$ cat src/rtl/tlbsd_pkg.sv
package tlbsd_pkg;
  typedef enum logic [2:0] {
    ST_IDLE,
    ST_LOCK,
    ST_SEND,
    ST_LOCAL,
    ST_WAIT,
    ST_UNLOCK
  } sd_state_t;
endpackage

$ cat src/rtl/tlbsd_responder.sv
// Remote-core responder: latches an interrupt, holds the TLB invalidate
// request until the TLB reports done, then acknowledges for one cycle.
module tlbsd_responder (
  input  logic clk,
  input  logic rst,
  input  logic irq,
  input  logic inv_done,
  output logic inv_req,
  output logic ack
);
  logic pend_q;
  logic ack_q;

  always_ff @(posedge clk) begin
    if (rst) begin
      pend_q <= 1'b0;
      ack_q  <= 1'b0;
    end else begin
      ack_q <= pend_q & inv_done;
      if (irq)
        pend_q <= 1'b1;
      else if (pend_q && inv_done)
        pend_q <= 1'b0;
    end
  end

  assign inv_req = pend_q;
  assign ack     = ack_q;
endmodule

$ cat src/rtl/tlbsd_ack_tracker.sv
// Pending-acknowledge mask: loaded from the target mask, cleared per ack.
module tlbsd_ack_tracker #(
  parameter int N_CORES = 4
) (
  input  logic               clk,
  input  logic               rst,
  input  logic               load,
  input  logic [N_CORES-1:0] load_mask,
  input  logic [N_CORES-1:0] ack,
  output logic [N_CORES-1:0] pending_next
);
  logic [N_CORES-1:0] pending_q;

  assign pending_next = pending_q & ~ack;

  always_ff @(posedge clk) begin
    if (rst)
      pending_q <= '0;
    else if (load)
      pending_q <= load_mask;
    else
      pending_q <= pending_next;
  end
endmodule

$ cat src/rtl/tlbsd_seq.sv
// Initiator sequencer: lock, interrupt, local invalidate, wait, unlock.
module tlbsd_seq
  import tlbsd_pkg::*;
#(
  parameter int N_CORES = 4,
  parameter int SELF_ID = 0,
  parameter int PTE_W   = 8,
  parameter int VPN_W   = 12,
  parameter int LAT_W   = 16
) (
  input  logic               clk,
  input  logic               rst,
  input  logic               req_valid,
  input  logic [PTE_W-1:0]   req_pte,
  input  logic [VPN_W-1:0]   req_vpn,
  input  logic [N_CORES-1:0] req_targets,
  input  logic               lock_grant,
  input  logic               local_done,
  input  logic [N_CORES-1:0] pending_next,
  output logic               req_ready,
  output logic               busy,
  output logic               done,
  output logic               lock_req,
  output logic               unlock,
  output logic [PTE_W-1:0]   lock_pte,
  output logic [VPN_W-1:0]   inv_vpn,
  output logic [N_CORES-1:0] ipi,
  output logic               load,
  output logic [N_CORES-1:0] load_mask,
  output logic               local_req,
  output logic [LAT_W-1:0]   latency
);
  localparam logic [N_CORES-1:0] SELF_BIT = {{(N_CORES-1){1'b0}}, 1'b1} << SELF_ID;
  localparam logic [LAT_W-1:0]   LAT_MAX  = '1;

  sd_state_t          state_q, state_d;
  logic [PTE_W-1:0]   pte_q;
  logic [VPN_W-1:0]   vpn_q;
  logic [N_CORES-1:0] mask_q;
  logic [LAT_W-1:0]   cnt_q;
  logic [LAT_W-1:0]   lat_q;

  assign load      = req_valid && (state_q == ST_IDLE);
  assign load_mask = req_targets & ~SELF_BIT;

  always_comb begin
    state_d = state_q;
    case (state_q)
      ST_IDLE:   if (req_valid) state_d = ST_LOCK;
      ST_LOCK:   if (lock_grant) state_d = ST_SEND;
      ST_SEND:   state_d = ST_LOCAL;
      ST_LOCAL:  if (local_done)
                   state_d = (pending_next == '0) ? ST_UNLOCK : ST_WAIT;
      ST_WAIT:   if (pending_next == '0) state_d = ST_UNLOCK;
      ST_UNLOCK: state_d = ST_IDLE;
      default:   state_d = ST_IDLE;
    endcase
  end

  always_ff @(posedge clk) begin
    if (rst) begin
      state_q <= ST_IDLE;
      pte_q   <= '0;
      vpn_q   <= '0;
      mask_q  <= '0;
      cnt_q   <= '0;
      lat_q   <= '0;
    end else begin
      state_q <= state_d;
      if (load) begin
        pte_q  <= req_pte;
        vpn_q  <= req_vpn;
        mask_q <= load_mask;
        cnt_q  <= {{(LAT_W-1){1'b0}}, 1'b1};
      end else if (state_q != ST_IDLE && cnt_q != LAT_MAX) begin
        cnt_q <= cnt_q + 1'b1;
      end
      if (state_q == ST_UNLOCK)
        lat_q <= cnt_q;
    end
  end

  assign req_ready = (state_q == ST_IDLE);
  assign busy      = (state_q != ST_IDLE);
  assign lock_req  = (state_q == ST_LOCK);
  assign unlock    = (state_q == ST_UNLOCK);
  assign done      = (state_q == ST_UNLOCK);
  assign local_req = (state_q == ST_LOCAL);
  assign ipi       = (state_q == ST_SEND) ? mask_q : '0;
  assign lock_pte  = pte_q;
  assign inv_vpn   = vpn_q;
  assign latency   = lat_q;
endmodule

$ cat src/rtl/tlbsd_top.sv
module tlbsd_top #(
  parameter int N_CORES = 4,
  parameter int SELF_ID = 0,
  parameter int PTE_W   = 8,
  parameter int VPN_W   = 12,
  parameter int LAT_W   = 16
) (
  input  logic               clk,
  input  logic               rst,
  input  logic               req_valid,
  input  logic [PTE_W-1:0]   req_pte,
  input  logic [VPN_W-1:0]   req_vpn,
  input  logic [N_CORES-1:0] req_targets,
  output logic               req_ready,
  output logic               busy,
  output logic               done,
  output logic               lock_req,
  output logic [PTE_W-1:0]   lock_pte,
  input  logic               lock_grant,
  output logic               unlock,
  output logic [N_CORES-1:0] ipi,
  output logic [N_CORES-1:0] tlb_inv_req,
  output logic [VPN_W-1:0]   tlb_inv_vpn,
  input  logic [N_CORES-1:0] tlb_inv_done,
  output logic [N_CORES-1:0] core_ack,
  output logic [LAT_W-1:0]   latency
);
  logic               load;
  logic [N_CORES-1:0] load_mask;
  logic [N_CORES-1:0] pending_next;
  logic               local_req;

  tlbsd_seq #(
    .N_CORES(N_CORES), .SELF_ID(SELF_ID), .PTE_W(PTE_W),
    .VPN_W(VPN_W), .LAT_W(LAT_W)
  ) u_seq (
    .clk(clk), .rst(rst),
    .req_valid(req_valid), .req_pte(req_pte), .req_vpn(req_vpn),
    .req_targets(req_targets), .lock_grant(lock_grant),
    .local_done(tlb_inv_done[SELF_ID]), .pending_next(pending_next),
    .req_ready(req_ready), .busy(busy), .done(done),
    .lock_req(lock_req), .unlock(unlock), .lock_pte(lock_pte),
    .inv_vpn(tlb_inv_vpn), .ipi(ipi), .load(load),
    .load_mask(load_mask), .local_req(local_req), .latency(latency)
  );

  tlbsd_ack_tracker #(.N_CORES(N_CORES)) u_track (
    .clk(clk), .rst(rst), .load(load), .load_mask(load_mask),
    .ack(core_ack), .pending_next(pending_next)
  );

  for (genvar g = 0; g < N_CORES; g++) begin : g_core
    if (g == SELF_ID) begin : g_self
      assign tlb_inv_req[g] = local_req;
      assign core_ack[g]    = 1'b0;
    end else begin : g_remote
      tlbsd_responder u_resp (
        .clk(clk), .rst(rst), .irq(ipi[g]), .inv_done(tlb_inv_done[g]),
        .inv_req(tlb_inv_req[g]), .ack(core_ack[g])
      );
    end
  end
endmodule

$ cat config.mk
export PLATFORM = sky130hd
export DESIGN_NAME = tlbsd_top
export DESIGN_NICKNAME = d
export VERILOG_FILES = /design/src/rtl/tlbsd_pkg.sv /design/src/rtl/tlbsd_responder.sv /design/src/rtl/tlbsd_ack_tracker.sv /design/src/rtl/tlbsd_seq.sv /design/src/rtl/tlbsd_top.sv
export SDC_FILE = /design/constraint.sdc
export NUM_CORES = 1
export LEC_CHECK = 0
export BUFFER_PORTS_ARGS = -buffer_cell sky130_fd_sc_hd__buf_2
export CAP_MARGIN = 20
export CORE_MARGIN = 4
export CORE_UTILIZATION = 40
export DETAILED_ROUTE_END_ITERATION = 8
export HOLD_SLACK_MARGIN = 0.05
export PLACE_DENSITY = 0.61
export REMOVE_ABC_BUFFERS = 1
export SYNTH_ARGS = -nofsm -noshare
export SYNTH_HDL_FRONTEND = slang
export SYNTH_HIERARCHICAL = 1
export SYNTH_SLANG_ARGS = --single-unit
$ cat constraint.sdc
create_clock -name clk -period 4.4 [get_ports clk]
set_input_delay 0 -clock clk [delete_from_list [all_inputs] [get_ports clk]]
set_output_delay 0 -clock clk [all_outputs]
set_load 0.01 [all_outputs]
==> impl_metrics.py, run 1 <==
metrics = {
    "synth": {
        "yosys-top-cells-area": "dfxtp_1 49%, nand2_1 13%, a21oi_1 8.8%, buf_4 2.2%, clkbuf_1 1.9%",
        "post-synth-top-count-cell": "nand2_1",
        "synth-compound-area-share_pct": 17.00,
        "syn_area_sq_um": 2783,
        "synth_warnings": 6,
        "synth_xor_area_share_pct": 0.3147,
        "syn_avg_cell_area_sq_um": 7.973,
        "yosys_most_used_dff": "dfxtp_1",
        "synth_top_area_share_pct": 48.92,
        "synth_top_family_by_area": "simple AND/OR/NAND/NOR gates",
        "syn_inst": 349,
        "synth_top_area_cell": "dfxtp_1",
        "ys_ff_latch": 68,
        "yosys.area_share.simple_pct": 26.17,
        "async_flop_share_pct": 0,
        "ys_types": 48,
        "synth_adder_area_share_pct": 0.4496,
        "synth_mux_area_share_pct": 0.3597,
        "yosysSeqAreaShare_pct": 48.92,
        "synth_edf_count": 0,
        "ys_top_cells_by_count": "97 x nand2_1, 68 x dfxtp_1, 49 x a21oi_1",
    },
    "global_routing": {
        "grt_pass1_wl_mm": 11.60,
        "grt_pass1_vias": 2561,
        "antenna_found_initial": 0,
        "grt_max_degree": 32,
        "grt_overflow": 0,
        "track_usage_pct": 16.99,
    },
    "drt": {
        "drc_errors": 0,
        "drt_wl_total_mm": 6.812,
        "firstDrtPassIters": 4,
        "drt_iter0_drc": 94,
        "viasPerCell": 4.891,
        "wl_per_cell_um": 12.43,
        "dr_total_vias": 2680,
        "ant_nets": 0,
    },
    "sta": {
        "rsz0062_at_grt": "false",
        "min_period_ps": 2969,
        "fin_skew_ps": 8.430,
        "hold-worst-slack_ps": 134.9,
        "max_freq_mhz": 336.8,
        "hold_viol": 0,
        "max_slew_margin_pct": 35.67,
        "setup-violations-final": 0,
        "final.period_utilization_pct": 67.49,
        "fin_setup_tns_ps": 0,
        "maxSlewViolCount": 0,
        "tightest_slew_ps": 956.1,
    },
    "clock_network": {
        "clock-sinks": 68,
        "clkSlewWorstSetupHoldPaths_ps": 80,
        "clk_latency_ps": 340,
        "htreeDepth": 3,
        "root_buffer": "clkbuf_8",
        "clock_path_buffers": 2,
        "cts_made_buffers": 9,
        "cts_tree": "yes",
        "postCtsSetupBuffers": 0,
    },
    "critical_path": {
        "critPathCaptureType": "flip-flop",
        "r2r_start": "u_seq/state_q[1]",
        "worstSetupStartpoint": "u_seq/state_q[1]",
        "cp.arrival_ps": 3260,
        "required_ps": 4690,
        "crit_type": "reg2reg",
        "cp-start-kind": "flip-flop",
        "cp_max_fo": 31,
    },
    "floorplanning": {
        "dieArea_sq_um": 8355,
        "io-pin-count": 85,
        "start_util_pct": 40.96,
        "coreArea_sq_um": 6794,
        "die_w_um": 91.41,
        "rows": 30,
        "die_h_um": 91.41,
    },
    "run_status": {
        "status": "complete, no violations",
    },
    "layout": {
        "syn_to_final_growth_pct": 33.00,
        "antenna_cells": 0,
        "fin_nets": 480,
        "drive_gt1_share_pct": 23.23,
        "fin_cells": 548,
        "fillerInstances": 661,
    },
    "place": {
        "portBuffers": 81,
        "globalplace.congestion": 0.7771,
        "place_hpwl_mm": 4.454,
        "dp.cells": 503,
    },
    "min_path": {
        "hp-class": "in2reg",
        "min_from": "rst",
    },
    "power_and_ir_drop": {
        "leakagePower_nw": 1.518,
        "vdd_drop_max_mv": 0.2245,
        "p_per_area_nw_per_um2": 372.0,
        "finalPower_mw": 1.377,
    },
    "flow_run": {
        "drv_cap": 0,
    },
}
-- final timing paths --
path	to	slack, ps	depth (start not counted)
min reg2reg	g_core[1].g_remote.u_resp/ack	440	2
min	u_seq/lock_pte[1]	130	2
max reg2reg	u_seq/cnt_q[4]	1430	7
max	u_seq/cnt_q[4]	1430	7
-- power breakdown --
group / total (mW) / internal (mW) / switching, mW
Combinational: 0.147 / 0.0650 / 0.0819
Sequential: 0.652 / 0.638 / 0.0144
Clock: 0.578 / 0.333 / 0.245
-- critical path, cell delays in order (launching register included) --
cell     delay (ps)
dfxtp_1         540
or3_1           300
inv_4            70
nand2_1         630
inv_2           440
or2_2           530
a211o_1         330
nand2_1          60
-- state kept, by name, indices dropped and copies added (netlist names) --
name                            count
u_seq/mask_q                        3
u_seq/state_q                       3
g_core.g_remote.u_resp/inv_req      3
u_seq/inv_vpn                      12
g_core.g_remote.u_resp/ack          3
u_track/pending_q                   4
u_seq/cnt_q                        16
u_seq/lock_pte                      8
u_seq/latency                      16
-- layer usage --
metal  GRT usage (%)  vias up  part of all wire (%)  wire length (um)
met3           4.805       16                   6.3               431
met2           28.30       74                    48              3275
met5               0        -                     0                 0
li1                -     1373                     -                 -
met4           8.291        0                   2.5               172
met1           19.90     1217                    43              2932
-- cells in the final DEF, fill, tap and decap left out, drive strengths merged, types with 2 or more instances in the layout --
master and n:
nand2 97, buf 82, dfxtp 68, a21oi 52
dlygate4sd3 29, nor2 14, clkbuf 10, inv 10
nor2b 7, nand3 7, or4 7, o21ai 7
nand4 6, or3 5, conb 4, nand2b 4
o31ai 4, nor3 4, clkinvlp 3, and3 3
o2bb2ai 3, bufinv 2, and4 2, o41ai 2
clkinv 2
-- what timing repair did --
item                                    in CTS  in global routing
resized for setup                            0                  0
hold buffers                                29                  0
hold endpoints to repair                    35                  0
endpoints found under the setup margin       0                  0
-- stage by stage --
stage	utilization, %	worst slack (ps)	area, sq um
2_1_floorplan	-	2053	2653
3_3_place_gp	46.89	1443	3186
3_5_place_dp	46.89	1429	3186
4_1_cts	54.48	1415	3701
5_1_grt	54.48	1224	3701
6_report	54.48	1431	3701
-- final cells by class --
type	instances	area, sq um	share of cell area [%]
Clock inverter	6	87.58	2.366
Clock buffer	10	137.6	3.719
Multi-Input combinational cell	246	1247	33.71
Tap cell	96	120.1	3.245
Timing Repair Buffer	111	703.2	19.00
Inverter	11	43.79	1.183
Sequential cell	68	1361	36.78
-- kinds of logic (layout without fill, tap and decap cells) --
kind of cell / count (synthesis) / in the layout
fa+ha+maj: 1 / 1
mux: 1 / 1
compound gates: 79 / 79
simple gates: 160 / 160
other cells: 2 / 4
xor+xnor: 1 / 1
flops: 68 / 68
buf+inv: 37 / 138
Power figures use the tool's default switching activity.
==> inputs of run 2 (changes only) <==
--- a/config.mk
+++ b/config.mk
@@ -11,7 +11,7 @@
 export CORE_UTILIZATION = 40
 export DETAILED_ROUTE_END_ITERATION = 8
 export HOLD_SLACK_MARGIN = 0.05
-export PLACE_DENSITY = 0.61
+export PLACE_DENSITY = 0.63
 export REMOVE_ABC_BUFFERS = 1
 export SYNTH_ARGS = -nofsm -noshare
 export SYNTH_HDL_FRONTEND = slang
==> constraint.sdc (replaced) <==
create_clock -name clk -period 2.4 [get_ports clk]
set_input_delay 0 -clock clk [delete_from_list [all_inputs] [get_ports clk]]
set_output_delay 0 -clock clk [all_outputs]
set_load 0.01 [all_outputs]
==> run 2 against run 1 <==
Net effect: via count up 1.5%; routed wire length up 1.3%; fmax up 39%; clock skew down 1.5 ps; critical path type unchanged; critical endpoint is now u_seq/cnt_q[13]; largest power group unchanged.
==> impl_metrics.py, run 2 (synthesized netlist as in run 1, its figures left out) <==
metrics = {
    "run_status": {
        "status": "complete, no violations",
    },
    "sta": {
        "fin_setup_tns_ps": 0,
        "final.period_utilization_pct": 89.11,
        "rsz0062_at_grt": "false",
        "hold_viol": 0,
        "max_slew_margin_pct": 66.51,
        "setup-violations-final": 0,
        "tightest_slew_ps": 499.3,
        "maxSlewViolCount": 0,
        "fin_skew_ps": 6.973,
        "max_freq_mhz": 467.6,
        "min_period_ps": 2139,
    },
    "layout": {
        "drive_gt1_share_pct": 24.29,
        "stdcell_area_sq_um": 3712,
        "fin_nets": 485,
        "mostFrequentLayoutCells": "97 x nand2_1, 81 x buf_2, 68 x dfxtp_1, 49 x a21oi_1, 28 x dlygate4sd3_1",
        "antenna_cells": 0,
        "syn_to_final_growth_pct": 33.41,
        "final_common_cell": "nand2_1",
    },
    "drt": {
        "wl_per_cell_um": 12.48,
        "viasPerCell": 4.920,
        "ant_nets": 0,
        "drc_errors": 0,
        "firstDrtPassIters": 4,
        "drt_wl_total_mm": 6.899,
        "dr_total_vias": 2721,
        "drt_iter0_drc": 143,
    },
    "clock_network": {
        "clock_path_buffers": 2,
        "root_buffer": "clkbuf_8",
        "cts_tree": "yes",
        "clk_latency_ps": 330,
        "postCtsSetupBuffers": 0,
        "cts_made_buffers": 9,
        "htreeDepth": 3,
        "clkSlewWorstSetupHoldPaths_ps": 80,
        "holdBufCountCts": 28,
        "cts-resized-gates": 0,
        "clock-sinks": 68,
    },
    "critical_path": {
        "cp_num_buf_inv": 1,
        "cp_slowest_stage_delay_ps": 610,
        "critPathCaptureType": "flip-flop",
        "critPathTopFamily": "simple AND/OR/NAND/NOR gates",
        "cp_max_fo": 8,
        "slowest_stage": "or4_1",
        "crit_chain": "or3_1 > inv_4 > or4_1 > or4_1 > a21oi_1",
        "crit_top_cell": "or4_1",
        "cp.arrival_ps": 2400,
        "rrSetupSlack_ps": 260,
        "required_ps": 2660,
        "cp-start-kind": "flip-flop",
        "crit_type": "reg2reg",
    },
    "global_routing": {
        "grt_max_degree": 34,
        "grt_overflow": 0,
        "antenna_found_initial": 0,
        "grt_pass1_vias": 2626,
        "grt_pass1_wl_mm": 11.83,
        "track_usage_pct": 17.25,
    },
    "place": {
        "portBuffers": 81,
        "place_area_sq_um": 3231,
        "place_hpwl_mm": 4.544,
        "globalplace.congestion": 0.8136,
    },
    "power_and_ir_drop": {
        "p_per_area_nw_per_um2": 650.1,
        "vdd_drop_max_mv": 0.4716,
        "leakagePower_nw": 1.537,
    },
    "floorplanning": {
        "die_w_um": 91.41,
        "start_util_pct": 40.96,
        "dieArea_sq_um": 8355,
        "rows": 30,
        "die_h_um": 91.41,
        "io-pin-count": 85,
        "coreArea_sq_um": 6794,
    },
    "min_path": {
        "hp-class": "in2reg",
    },
    "flow_run": {
        "drv_cap": 0,
    },
}
## run 2: cell count changes in the layout (fill, tap and decap cells not counted), sizes merged
cell,change
clkinvlp,-1
clkinv,+2
buf,+6
dlygate4sd3,-1
bufinv,-1
## run 2: cell type report
| class | instances | area [sq um] |
|---|---|---|
| Sequential cell | 68 | 1361 |
| Clock buffer | 10 | 137.6 |
| Fill cell | 656 | 3082 |
| Tap cell | 96 | 120.1 |
| Multi-Input combinational cell | 246 | 1247 |
| Clock inverter | 6 | 63.81 |
| Timing Repair Buffer | 116 | 738.2 |
| Inverter | 11 | 43.79 |
## run 2: metrics by stage
stage	hold slack (ps)	setup slack, ps	std cells	util, %	total power [mW]
2_1_floorplan	62.44	53.02	325	-	1.346
3_3_place_gp	225.0	332.7	509	47.55	1.457
3_5_place_dp	229.7	288.4	509	47.55	1.463
4_1_cts	57.94	265.4	553	54.64	2.437
5_1_grt	70.58	89.97	553	54.64	2.534
6_report	63.52	261.4	553	54.64	2.413
## run 2: power by group
group	leakage (nW)	switching, mW	internal, mW
Combinational	0.887	0.157	0.124
Clock	0.0983	0.434	0.506
Sequential	0.552	0.0232	1.17
## run 2: final timing paths
| path | cells after the start | endpoint | startpoint |
|---|---|---|---|
| worst min register to register | 2 | g_core[1].g_remote.u_resp/ack | g_core[1].g_remote.u_resp/inv_req |
| worst max register to register | 5 | u_seq/cnt_q[13] | u_seq/state_q[2] |
| worst min-delay path | 3 | u_seq/cnt_q[0] | req_valid |
| worst max-delay path | 5 | u_seq/cnt_q[13] | u_seq/state_q[2] |
## run 2: routing by layer
| layer | track usage (%) | vias to the layer above | wire [um] | share of wire (%) |
|---|---|---|---|---|
| li1 | - | 1382 | - | - |
| met1 | 20.65 | 1256 | 3044 | 44 |
| met2 | 28.85 | 76 | 3310 | 48 |
| met3 | 5.717 | 7 | 473 | 6.9 |
| met4 | 5.779 | 0 | 71 | 1.0 |
| met5 | 0 | - | 0 | 0 |
## run 2: worst register-to-register path, cell delays in order, from the launching register on
cell and delay, ps:
dfxtp_1 460, or3_1 280, inv_4 70, or4_1 620, or4_1 500, a21oi_1 140
